[config.mk]
export PLATFORM = sky130hd
export DESIGN_NAME = pwm_edge_gen
export DESIGN_NICKNAME = d
export VERILOG_FILES = /design/src/rtl/pwm_edge_pkg.sv /design/src/rtl/pwm_edge_timebase.sv /design/src/rtl/pwm_edge_chan.sv /design/src/rtl/pwm_edge_gen.sv
export SDC_FILE = /design/constraint.sdc
export NUM_CORES = 1
export LEC_CHECK = 0
export BUFFER_PORTS_ARGS = -buffer_cell sky130_fd_sc_hd__buf_2
export CORE_MARGIN = 1
export CORE_UTILIZATION = 41
export CTS_BUF_LIST = sky130_fd_sc_hd__clkbuf_16
export CTS_CLUSTER_SIZE = 30
export DETAILED_ROUTE_END_ITERATION = 10
export GPL_ROUTABILITY_DRIVEN = 0
export PLACE_DENSITY = 0.62
export REMOVE_ABC_BUFFERS = 1
export SLEW_MARGIN = 5
export SYNTH_ARGS = -nofsm -noshare
export SYNTH_HDL_FRONTEND = slang
export SYNTH_SLANG_ARGS = --single-unit
[constraint.sdc]
create_clock -name clk -period 6.2 [get_ports clk]
set_input_delay 0.31 -clock clk [delete_from_list [all_inputs] [get_ports clk]]
set_output_delay 0.31 -clock clk [all_outputs]
set_load 0.03 [all_outputs]
[src/rtl/pwm_edge_pkg.sv]
package pwm_edge_pkg;

    localparam int DATA_W = 8;
    localparam int ADDR_W = 6;

    localparam logic [ADDR_W-1:0] A_PRESC     = 6'h00;
    localparam logic [ADDR_W-1:0] A_PERIOD    = 6'h01;
    localparam logic [ADDR_W-1:0] A_SYNC      = 6'h02;
    localparam logic [ADDR_W-1:0] A_EN_LO     = 6'h04;
    localparam logic [ADDR_W-1:0] A_EN_HI     = 6'h05;
    localparam logic [ADDR_W-1:0] A_EDGE_BASE = 6'h20;

    typedef enum logic {
        OUT_LOW,
        OUT_HIGH
    } out_state_e;

    typedef enum logic {
        SH_IDLE,
        SH_PEND
    } shadow_state_e;

endpackage

[src/rtl/pwm_edge_timebase.sv]
module pwm_edge_timebase #(
    parameter int W = 8
) (
    input  logic         clk,
    input  logic         rst_n,
    input  logic [W-1:0] presc,
    input  logic [W-1:0] per,
    output logic [W-1:0] pre_cnt,
    output logic [W-1:0] step_cnt,
    output logic         step_start,
    output logic         boundary
);

    logic pre_wrap;
    logic step_wrap;

    // ">=" so that a limit lowered below the running count wraps at once
    assign pre_wrap   = (pre_cnt >= presc);
    assign step_wrap  = (step_cnt >= per);
    assign step_start = (pre_cnt == '0);
    assign boundary   = pre_wrap && step_wrap;

    always_ff @(posedge clk or negedge rst_n) begin
        if (!rst_n) begin
            pre_cnt  <= '0;
            step_cnt <= '0;
        end else if (pre_wrap) begin
            pre_cnt  <= '0;
            step_cnt <= step_wrap ? '0 : step_cnt + 1'b1;
        end else begin
            pre_cnt  <= pre_cnt + 1'b1;
        end
    end

endmodule

[src/rtl/pwm_edge_chan.sv]
module pwm_edge_chan
    import pwm_edge_pkg::*;
#(
    parameter int W          = 8,
    parameter bit HAS_SHADOW = 1'b1
) (
    input  logic         clk,
    input  logic         rst_n,
    input  logic         en,
    input  logic         sync_on,
    input  logic         wr_rise,
    input  logic         wr_fall,
    input  logic [W-1:0] wr_data,
    input  logic         step_start,
    input  logic [W-1:0] step_cnt,
    input  logic         boundary,
    output logic [W-1:0] rise_act,
    output logic [W-1:0] fall_act,
    output logic         pwm
);

    out_state_e    st_q, st_d;
    shadow_state_e sh_q, sh_d;
    logic [W-1:0]  rise_sh, fall_sh;
    logic          held;
    logic          wr_any;
    logic          hit_r, hit_f;

    assign held   = HAS_SHADOW && sync_on;
    assign wr_any = wr_rise || wr_fall;

    // output state machine: next state
    always_comb begin
        hit_r = (step_cnt == rise_act);
        hit_f = (step_cnt == fall_act);
        st_d  = st_q;
        if (!en) begin
            st_d = OUT_LOW;
        end else if (step_start) begin
            unique case (st_q)
                OUT_LOW:  if (hit_r) st_d = OUT_HIGH;
                OUT_HIGH: if (hit_f) st_d = OUT_LOW;
            endcase
        end
    end

    always_ff @(posedge clk or negedge rst_n) begin
        if (!rst_n) st_q <= OUT_LOW;
        else        st_q <= st_d;
    end

    always_comb begin
        pwm = (st_q == OUT_HIGH) && en;
    end

    // shadow state machine: next state
    always_comb begin
        sh_d = sh_q;
        unique case (sh_q)
            SH_IDLE: if (held && wr_any) sh_d = SH_PEND;
            SH_PEND: begin
                if (!held)                     sh_d = SH_IDLE;
                else if (boundary && !wr_any)  sh_d = SH_IDLE;
            end
        endcase
    end

    always_ff @(posedge clk or negedge rst_n) begin
        if (!rst_n) begin
            sh_q     <= SH_IDLE;
            rise_sh  <= '0;
            fall_sh  <= '0;
            rise_act <= '0;
            fall_act <= '0;
        end else begin
            sh_q <= sh_d;
            if (wr_rise) rise_sh <= wr_data;
            if (wr_fall) fall_sh <= wr_data;
            if (!held) begin
                if (wr_rise) rise_act <= wr_data;
                if (wr_fall) fall_act <= wr_data;
            end else if (sh_q == SH_PEND && boundary) begin
                rise_act <= rise_sh;
                fall_act <= fall_sh;
            end
        end
    end

endmodule

[src/rtl/pwm_edge_gen.sv]
module pwm_edge_gen
    import pwm_edge_pkg::*;
#(
    parameter int              NUM_CH      = 16,
    parameter logic [NUM_CH-1:0] SHADOW_MASK = '1
) (
    input  logic              clk,
    input  logic              rst_n,
    input  logic              wr_en,
    input  logic [ADDR_W-1:0] addr,
    input  logic [DATA_W-1:0] wr_data,
    output logic [DATA_W-1:0] rd_data,
    output logic [NUM_CH-1:0] pwm_o
);

    logic [DATA_W-1:0]   presc_q;
    logic [DATA_W-1:0]   per_q;
    logic                sync_q;
    logic [NUM_CH-1:0]   en_q;
    logic [2*DATA_W-1:0] en_pad;

    logic [DATA_W-1:0] pre_cnt;
    logic [DATA_W-1:0] step_cnt;
    logic              step_start;
    logic              boundary;

    logic [DATA_W-1:0] rise_act [NUM_CH];
    logic [DATA_W-1:0] fall_act [NUM_CH];

    always_ff @(posedge clk or negedge rst_n) begin
        if (!rst_n) begin
            presc_q <= '0;
            per_q   <= '0;
            sync_q  <= 1'b0;
        end else if (wr_en) begin
            unique case (addr)
                A_PRESC:  presc_q <= wr_data;
                A_PERIOD: per_q   <= wr_data;
                A_SYNC:   sync_q  <= wr_data[0];
                default:  ;
            endcase
        end
    end

    // channel c lives in enable register c/8 at bit c%8
    always_ff @(posedge clk or negedge rst_n) begin
        if (!rst_n) begin
            en_q <= '0;
        end else begin
            for (int c = 0; c < NUM_CH; c++) begin
                if (wr_en && addr == A_EN_LO + ADDR_W'(c / 8))
                    en_q[c] <= wr_data[c % 8];
            end
        end
    end

    pwm_edge_timebase #(.W(DATA_W)) u_timebase (
        .clk        (clk),
        .rst_n      (rst_n),
        .presc      (presc_q),
        .per        (per_q),
        .pre_cnt    (pre_cnt),
        .step_cnt   (step_cnt),
        .step_start (step_start),
        .boundary   (boundary)
    );

    for (genvar c = 0; c < NUM_CH; c++) begin : g_ch
        logic wr_rise;
        logic wr_fall;

        assign wr_rise = wr_en && (addr == A_EDGE_BASE + ADDR_W'(2 * c));
        assign wr_fall = wr_en && (addr == A_EDGE_BASE + ADDR_W'(2 * c + 1));

        pwm_edge_chan #(
            .W          (DATA_W),
            .HAS_SHADOW (SHADOW_MASK[c])
        ) u_chan (
            .clk        (clk),
            .rst_n      (rst_n),
            .en         (en_q[c]),
            .sync_on    (sync_q),
            .wr_rise    (wr_rise),
            .wr_fall    (wr_fall),
            .wr_data    (wr_data),
            .step_start (step_start),
            .step_cnt   (step_cnt),
            .boundary   (boundary),
            .rise_act   (rise_act[c]),
            .fall_act   (fall_act[c]),
            .pwm        (pwm_o[c])
        );
    end

    always_comb begin
        en_pad = '0;
        for (int c = 0; c < NUM_CH; c++) en_pad[c] = en_q[c];
    end

    always_comb begin
        rd_data = '0;
        unique case (addr)
            A_PRESC:  rd_data = presc_q;
            A_PERIOD: rd_data = per_q;
            A_SYNC:   rd_data = {{(DATA_W-1){1'b0}}, sync_q};
            A_EN_LO:  rd_data = en_pad[DATA_W-1:0];
            A_EN_HI:  rd_data = en_pad[2*DATA_W-1:DATA_W];
            default: begin
                for (int c = 0; c < NUM_CH; c++) begin
                    if (addr == A_EDGE_BASE + ADDR_W'(2 * c))     rd_data = rise_act[c];
                    if (addr == A_EDGE_BASE + ADDR_W'(2 * c + 1)) rd_data = fall_act[c];
                end
            end
        endcase
    end

endmodule

==> reports/qor.csv, run 1 <==
stage,metric,value,unit
synthesis,synth_compound_area_share,16.0,%
detailed_routing,wl_met3,8510,um
power,seq_power_share,45.8,%
timing,max_freq,0.245,GHz
synthesis,ys_top_cells_by_count,"593 x dfrtp_1, 308 x nor2_1, 292 x a21oi_1",
worst_setup_path,cp-start-kind,primary input,
timing,rsz0062_at_grt,no,
timing,finalMaxSlewViolations,0,
worst_setup_path,timing.rr.end,g_ch[1].u_chan.rise_act[3],
timing,worst_slew_pin_slew,1.25,ns
worst_setup_path,crit_type,primary input to output port,
detailed_routing,vias,25000,
floorplan,die-area,77400,um2
clocking,cts_buffers,66,
clocking,clk_pin_slew,0.06,ns
detailed_routing,avgRoutedWirePerCell,25.3,um
synthesis,yosysSeqAreaShare,47.4,%
cells_and_area,n_antenna_cell,0,
detailed_routing,wirelength,101000,um
placement,dpl_cell_area,31800,um2
cells_and_area,fin_area,33900,um2
placement,port_buffers,40,
run_status,status,"finished, final reports clean",
clocking,htreeDepth,3,
hold_path,hold_path_startpoint,wr_en,
synthesis,synth-adder-area-share,0.760,%
power,internal_power,7.53,mW
synthesis,synth_cell_types,87,
synthesis,synth_top_family_by_area,compound AO/OA/AOI/OAI gates,
cells_and_area,area_growth,8.23,%
timing,maxSlewHeadroom,16.7,%
synthesis,avgSynthCellArea,10.2,um2
grt,gr-total-overflow,0,
synthesis,synth.most_common_cell,dfrtp_1,
floorplan,die_h,278,um
power,finalPower,11.3,mW
timing,layout_min_cycle_time,4.08,ns
timing,fin_skew,0.0340,ns
cells_and_area,fin_util,45.2,%
worst_setup_path,slowest_delay,0.69,ns
power,clockPowerShare,33.3,%
worst_setup_path,r2r_start,per_q[0],
timing,setup_viol,0,
placement,hpwl,63900,um
power,powerDensity,335,nW/um2
power,irDropWorstVdd,186,uV
detailed_routing,via_per_inst,6.25,
clocking,clock_path_buffers,3,
timing,hold_viol,0,
detailed_routing,drc,0,
worst_setup_path,cp-end-kind,output port,
floorplan,start_util,41.8,%
synthesis,synth_edf_count,0,
synthesis,muxShareOfSynthArea,11.9,%
worst_setup_path,crit_start,addr[2],
worst_setup_path,path_buf_inv,3,
detailed_routing,drtIter0Drc,2655,
grt,grt_max_degree,161,
power,p_switching,3.81,mW
worst_setup_path,r2r_slack,2.50,ns
synthesis,synth_warnings,0,
cells_and_area,drive_gt1_share,17.8,%
timing,min_period_over_period,65.9,%
synthesis,async_flop_share,100,%
worst_setup_path,arrival,3.77,ns
detailed_routing,wl_met2,44400,um
worst_setup_path,cp.depth,10,
timing,finalSetupTns,0,ns
synthesis,synth_xor_area_share,7.33,%
power,switching_share,33.6,%
floorplan,dieWidth,278,um
floorplan,core.rowCount,100,
clocking,cts_sinks,593,
hold_path,hp-class,primary input to flip-flop,
synthesis,synth_top_area_share,47.4,%
synthesis,synth-simple-area-share,11.7,%
worst_setup_path,critPathTopFamily,simple AND/OR/NAND/NOR gates,
grt,antenna_found_initial,6,
detailed_routing,wl_met1,43500,um
clocking,root_buffer,clkbuf_16,
clocking,clock_latency,0.63,ns
worst_setup_path,reg2reg_depth,8,
synthesis,yosys.area.top_type,dfrtp_1,
power,p_leak,15.6,nW
worst_setup_path,critPathRequiredTime,5.89,ns
synthesis,synth_ff_type,dfrtp_1,
floorplan,core_area,74900,um2
worst_setup_path,critPathMaxFanout,27,
cells_and_area,final_nets,3019,
synthesis,yosys_register_bits,593,
detailed_routing,first_pass_iters,7,
grt,grt_pass1_vias,24100,
detailed_routing,topRoutingLayerUsed,met5,
clocking,cts_resized,0,
floorplan,io_pins,41,
power,comb_power_share,20.9,%
worst_setup_path,endpoint,rd_data[2],
synthesis,synthTopCellsByArea,"dfrtp_1 47%, mux2_2 10%, xor2_1 6.8%",
synthesis,netlist_area,31300,um2
synthesis,postSynthCellCount,3082,
clocking,cts_tree,built,
run,cap_violations,0,
cells_and_area,fillCellCount,7070,
detailed_routing,ant_nets,0,
worst_setup_path,crit_chain,"buf_2, nand4bb_1, nor3_1, a21oi_1, nor3_1, o21ai_0, a2111oi_0, buf_4, o221ai_1, buf_2",
worst_setup_path,critPathSlowestCell,nand4bb_1,
grt,grt_pass1_wl,154000,um
grt,track_usage,26.1,%
-- registers in the layout (all words and copies together) (netlist names), 16 cells and up --
signal	flops
g_ch.u_chan.sh_q	16
g_ch.u_chan.rise_act	128
en_pad	16
g_ch.u_chan.fall_act	128
g_ch.u_chan.st_q	16
g_ch.u_chan.rise_sh	128
g_ch.u_chan.fall_sh	128
-- cell families after synthesis --
| kind of cell | after synthesis |
|---|---|
| xor gates and xnor gates | 262 |
| and+or+nand+nor | 749 |
| buffers and inverters | 308 |
| AOI/OAI and AO/OA | 824 |
| adders and majority gates | 19 |
| muxes | 327 |
| DFF | 593 |
-- per-stage QoR --
step / hold WS, ns / cells / worst slack, ns
6_report: 0.291 / 4000 / 2.12
5_1_grt: 0.316 / 4000 / 1.85
4_1_cts: 0.233 / 4000 / 2.34
3_5_place_dp: 0.459 / 3883 / 2.35
3_3_place_gp: 0.456 / 3883 / 2.41
2_1_floorplan: 0.0144 / 2831 / 1.75
-- worst reg2reg max path, stage by stage, from the launching register on --
cell and delay (ns):
dfrtp_1 0.40, ha_1 0.28, nand2b_1 0.10, a2111o_1 0.13, a31oi_1 0.13, o21ai_4 0.67, nand4_1 1.11, o22ai_1 0.62
a21oi_1 0.07
-- power by group through the flow --
stage          combinational, mW  sequential [mW]  clock [mW]
2_1_floorplan               1.46             5.01           0
6_report                    2.37             5.20        3.77
3_3_place_gp                2.27             5.23           0
3_5_place_dp                2.32             5.24           0
5_1_grt                     2.57             5.25        3.98
4_1_cts                     2.33             5.18        3.84
-- cells in the final DEF, fill, tap and decap left out, drive strengths merged, types with 13 or more instances in the layout --
| cell type | instances |
|---|---|
| xnor2 | 20 |
| clkinv | 27 |
| o211ai | 13 |
| o22ai | 259 |
| clkbuf | 68 |
| nor2b | 15 |
| nand2 | 169 |
| ha | 19 |
| mux2 | 286 |
| o21a | 14 |
| nand4 | 36 |
| nand3 | 37 |
| a21oi | 292 |
| inv | 71 |
| xor2 | 242 |
| a31oi | 44 |
| nor2 | 325 |
| o21ai | 78 |
| buf | 83 |
| dfrtp | 593 |
| and2 | 26 |
| mux2i | 34 |
| a211oi | 21 |
| nor3 | 48 |
| o41ai | 16 |
| nor4 | 52 |
-- area by class of cell --
cell class / instances / area (um2) / share of cell area [%]
Clock inverter: 48 / 338 / 0.997
Clock buffer: 68 / 1700 / 5.02
Sequential cell: 593 / 14900 / 43.8
Multi-Input combinational cell: 2181 / 15000 / 44.2
Timing Repair Buffer: 84 / 579 / 1.71
Inverter: 57 / 214 / 0.632
Tap cell: 969 / 1210 / 3.58
-- timing repair --
action	CTS	global route
buffers inserted	0	0
hold buffers	1	0
hold endpoints to repair	104	0
-- routing by layer --
| layer | track usage, % | vias to the layer above |
|---|---|---|
| met5 | 0 | - |
| met4 | 11.4 | 10 |
| met3 | 5.79 | 292 |
| met2 | 39.3 | 1125 |
| met1 | 35.9 | 12600 |
| li1 | - | 11000 |
-- worst min path at each step --
stage,to,cells after the start
after floorplan,en_pad[0],0
after global placement,g_ch[14].u_chan.fall_sh[1],1
after detailed placement,g_ch[14].u_chan.fall_sh[1],1
after CTS,g_ch[12].u_chan.rise_act[7],3
after global routing,g_ch[12].u_chan.rise_act[7],3
final,g_ch[12].u_chan.rise_act[7],3
Note: power is estimated with default switching activity, not from simulation.
==> inputs of run 2 (changes only) <==
==> constraint.sdc (replaced) <==
create_clock -name clk -period 4 [get_ports clk]
set_input_delay 0.2 -clock clk [delete_from_list [all_inputs] [get_ports clk]]
set_output_delay 0.2 -clock clk [all_outputs]
set_load 0.03 [all_outputs]
==> reports/qor.csv, run 2 (same netlist as run 1, synthesis figures left out) <==
stage,metric,value,unit
timing,finalSetupTns,0,ns
cells_and_area,fin_util,45.9,%
clocking,cts_buffers,67,
run,cap_violations,0,
cells_and_area,final_common_cell,dfrtp_1,
worst_setup_path,crit_type,primary input to output port,
timing,layout_min_cycle_time,3.52,ns
placement,pre_cts_slack,0.651,ns
timing,min_period_over_period,88.0,%
cells_and_area,fin_area,34400,um2
clocking,cts_tree,built,
detailed_routing,via_per_inst,6.20,
clocking,clk_pin_slew,0.06,ns
power,switching_share,33.0,%
clocking,root_buffer,clkbuf_16,
placement,dpl_cell_area,32300,um2
detailed_routing,avgRoutedWirePerCell,25.5,um
power,p_switching,5.91,mW
floorplan,die_h,278,um
detailed_routing,first_pass_iters,6,
timing,setup_viol,0,
timing,fin_skew,0.0291,ns
grt,grt_max_degree,102,
grt,grt_pass1_vias,24600,
timing,finalMaxSlewViolations,0,
timing,max_freq,0.284,GHz
power,internal_power,12.0,mW
timing,timing.final.ws_setup,0.480,ns
detailed_routing,drtIter0Drc,2745,
detailed_routing,ant_nets,0,
clocking,cts_resized,0,
cells_and_area,final_nets,3062,
cells_and_area,fin_cells,4044,
grt,antenna_found_initial,8,
placement,port_buffers,40,
power,irDropWorstVdd,311,uV
power,powerDensity,522,nW/um2
run_status,status,"finished, final reports clean",
clocking,clock_latency,0.62,ns
timing,maxSlewHeadroom,27.9,%
grt,grt_pass1_wl,156000,um
power,comb_power_share,21.0,%
floorplan,core_area,74900,um2
detailed_routing,wirelength,103000,um
hold_path,hp-class,primary input to flip-flop,
floorplan,start_util,41.8,%
power,finalPower,17.9,mW
cells_and_area,area_growth,9.92,%
floorplan,io_pins,41,
worst_setup_path,crit_chain,"buf_2, and4b_1, o221ai_1, o21ai_0, a21oi_1, a2111oi_0, nand2_1, nand2_1, buf_2",
grt,track_usage,26.5,%
floorplan,die-area,77400,um2
worst_setup_path,critPathRequiredTime,3.80,ns
power,p_leak,15.9,nW
worst_setup_path,slowest_delay,0.72,ns
worst_setup_path,critPathSlowestCell,and4b_1,
floorplan,core.rowCount,100,
power,clockPowerShare,34.2,%
floorplan,dieWidth,278,um
worst_setup_path,cp-end-kind,output port,
worst_setup_path,cp-start-kind,primary input,
clocking,clock_path_buffers,3,
detailed_routing,vias,25100,
worst_setup_path,critPathMaxFanout,27,
placement,dp_cells,3925,
cells_and_area,mostFrequentLayoutCells,"584 x dfrtp_1, 308 x nor2_1, 292 x a21oi_1",
worst_setup_path,arrival,3.32,ns
clocking,htreeDepth,3,
timing,hold_viol,0,
power,seq_power_share,44.8,%
cells_and_area,drive_gt1_share,19.0,%
timing,worst_slew_pin_slew,1.08,ns
clocking,post_cts_buffers,0,
clocking,cts_sinks,593,
detailed_routing,drc,0,
timing,rsz0062_at_grt,no,
placement,hpwl,65900,um
timing,hold_slack,0.162,ns
grt,gr-total-overflow,0,
[run 2: cell count changes in the layout (fill, tap and decap cells not counted), sizes merged]
cell | previous run | this run
buf | 83 | 125
bufinv | 3 | 6
clkbuf | 68 | 71
clkinvlp | 4 | 1
clkinv | 27 | 26
diode | 0 | 1
inv | 71 | 70
[run 2: layout make-up]
| class | instances | area (um2) |
|---|---|---|
| multi-input combinational | 2181 | 15000 |
| tap | 969 | 1210 |
| inverter | 57 | 214 |
| fill | 7055 | 40500 |
| sequential | 593 | 14900 |
| clock buffer | 71 | 1780 |
| clock inverter | 46 | 360 |
| timing repair buffer | 126 | 1010 |
| antenna | 1 | 2.50 |
[run 2: what timing repair did]
| action | CTS | global route |
|---|---|---|
| setup endpoints to repair | 0 | 0 |
| hold buffers | 1 | 0 |
| endpoints found under the hold margin | 91 | 0 |
[run 2: path summary, 6_finish.rpt]
kind | cells after the start | slack, ns | from | endpoint
setup / recovery | 9 | 0.48 | addr[2] | rd_data[1]
hold / removal | 3 | 0.16 | wr_en | g_ch[12].u_chan.rise_act[7]
setup reg to reg | 9 | 0.84 | per_q[0] | g_ch[6].u_chan.rise_act[1]
hold reg to reg | 1 | 0.48 | u_timebase.pre_cnt[0] | u_timebase.pre_cnt[0]
max in group asynchronous | 3 | 2.70 | rst_n | g_ch[6].u_chan.fall_sh[5]
min in group asynchronous | 2 | 0.27 | rst_n | g_ch[14].u_chan.rise_act[4]
[run 2: critical path: cells and delay by family]
kind,cells,cell delay (ns)
buffers and inverters,2,0.76
AOI/OAI and AO/OA,4,1.15
and+or+nand+nor,3,1.21
[run 2: power groups by stage]
stage,Combinational (mW),Clock [mW],Sequential (mW)
after global routing,4.08,6.43,8.12
after CTS,3.72,6.22,8.00
after floorplan,2.26,0,7.76
final,3.77,6.13,8.04
after detailed placement,3.69,0,8.10
after global placement,3.59,0,8.09
[run 2: routing by layer]
layer	vias to the layer above	track usage [%]	wire length (um)
li1	11100	-	-
met1	12600	35.6	43400
met2	1091	40.7	45800
met3	307	5.48	8220
met4	10	13.0	5390
met5	-	0	72
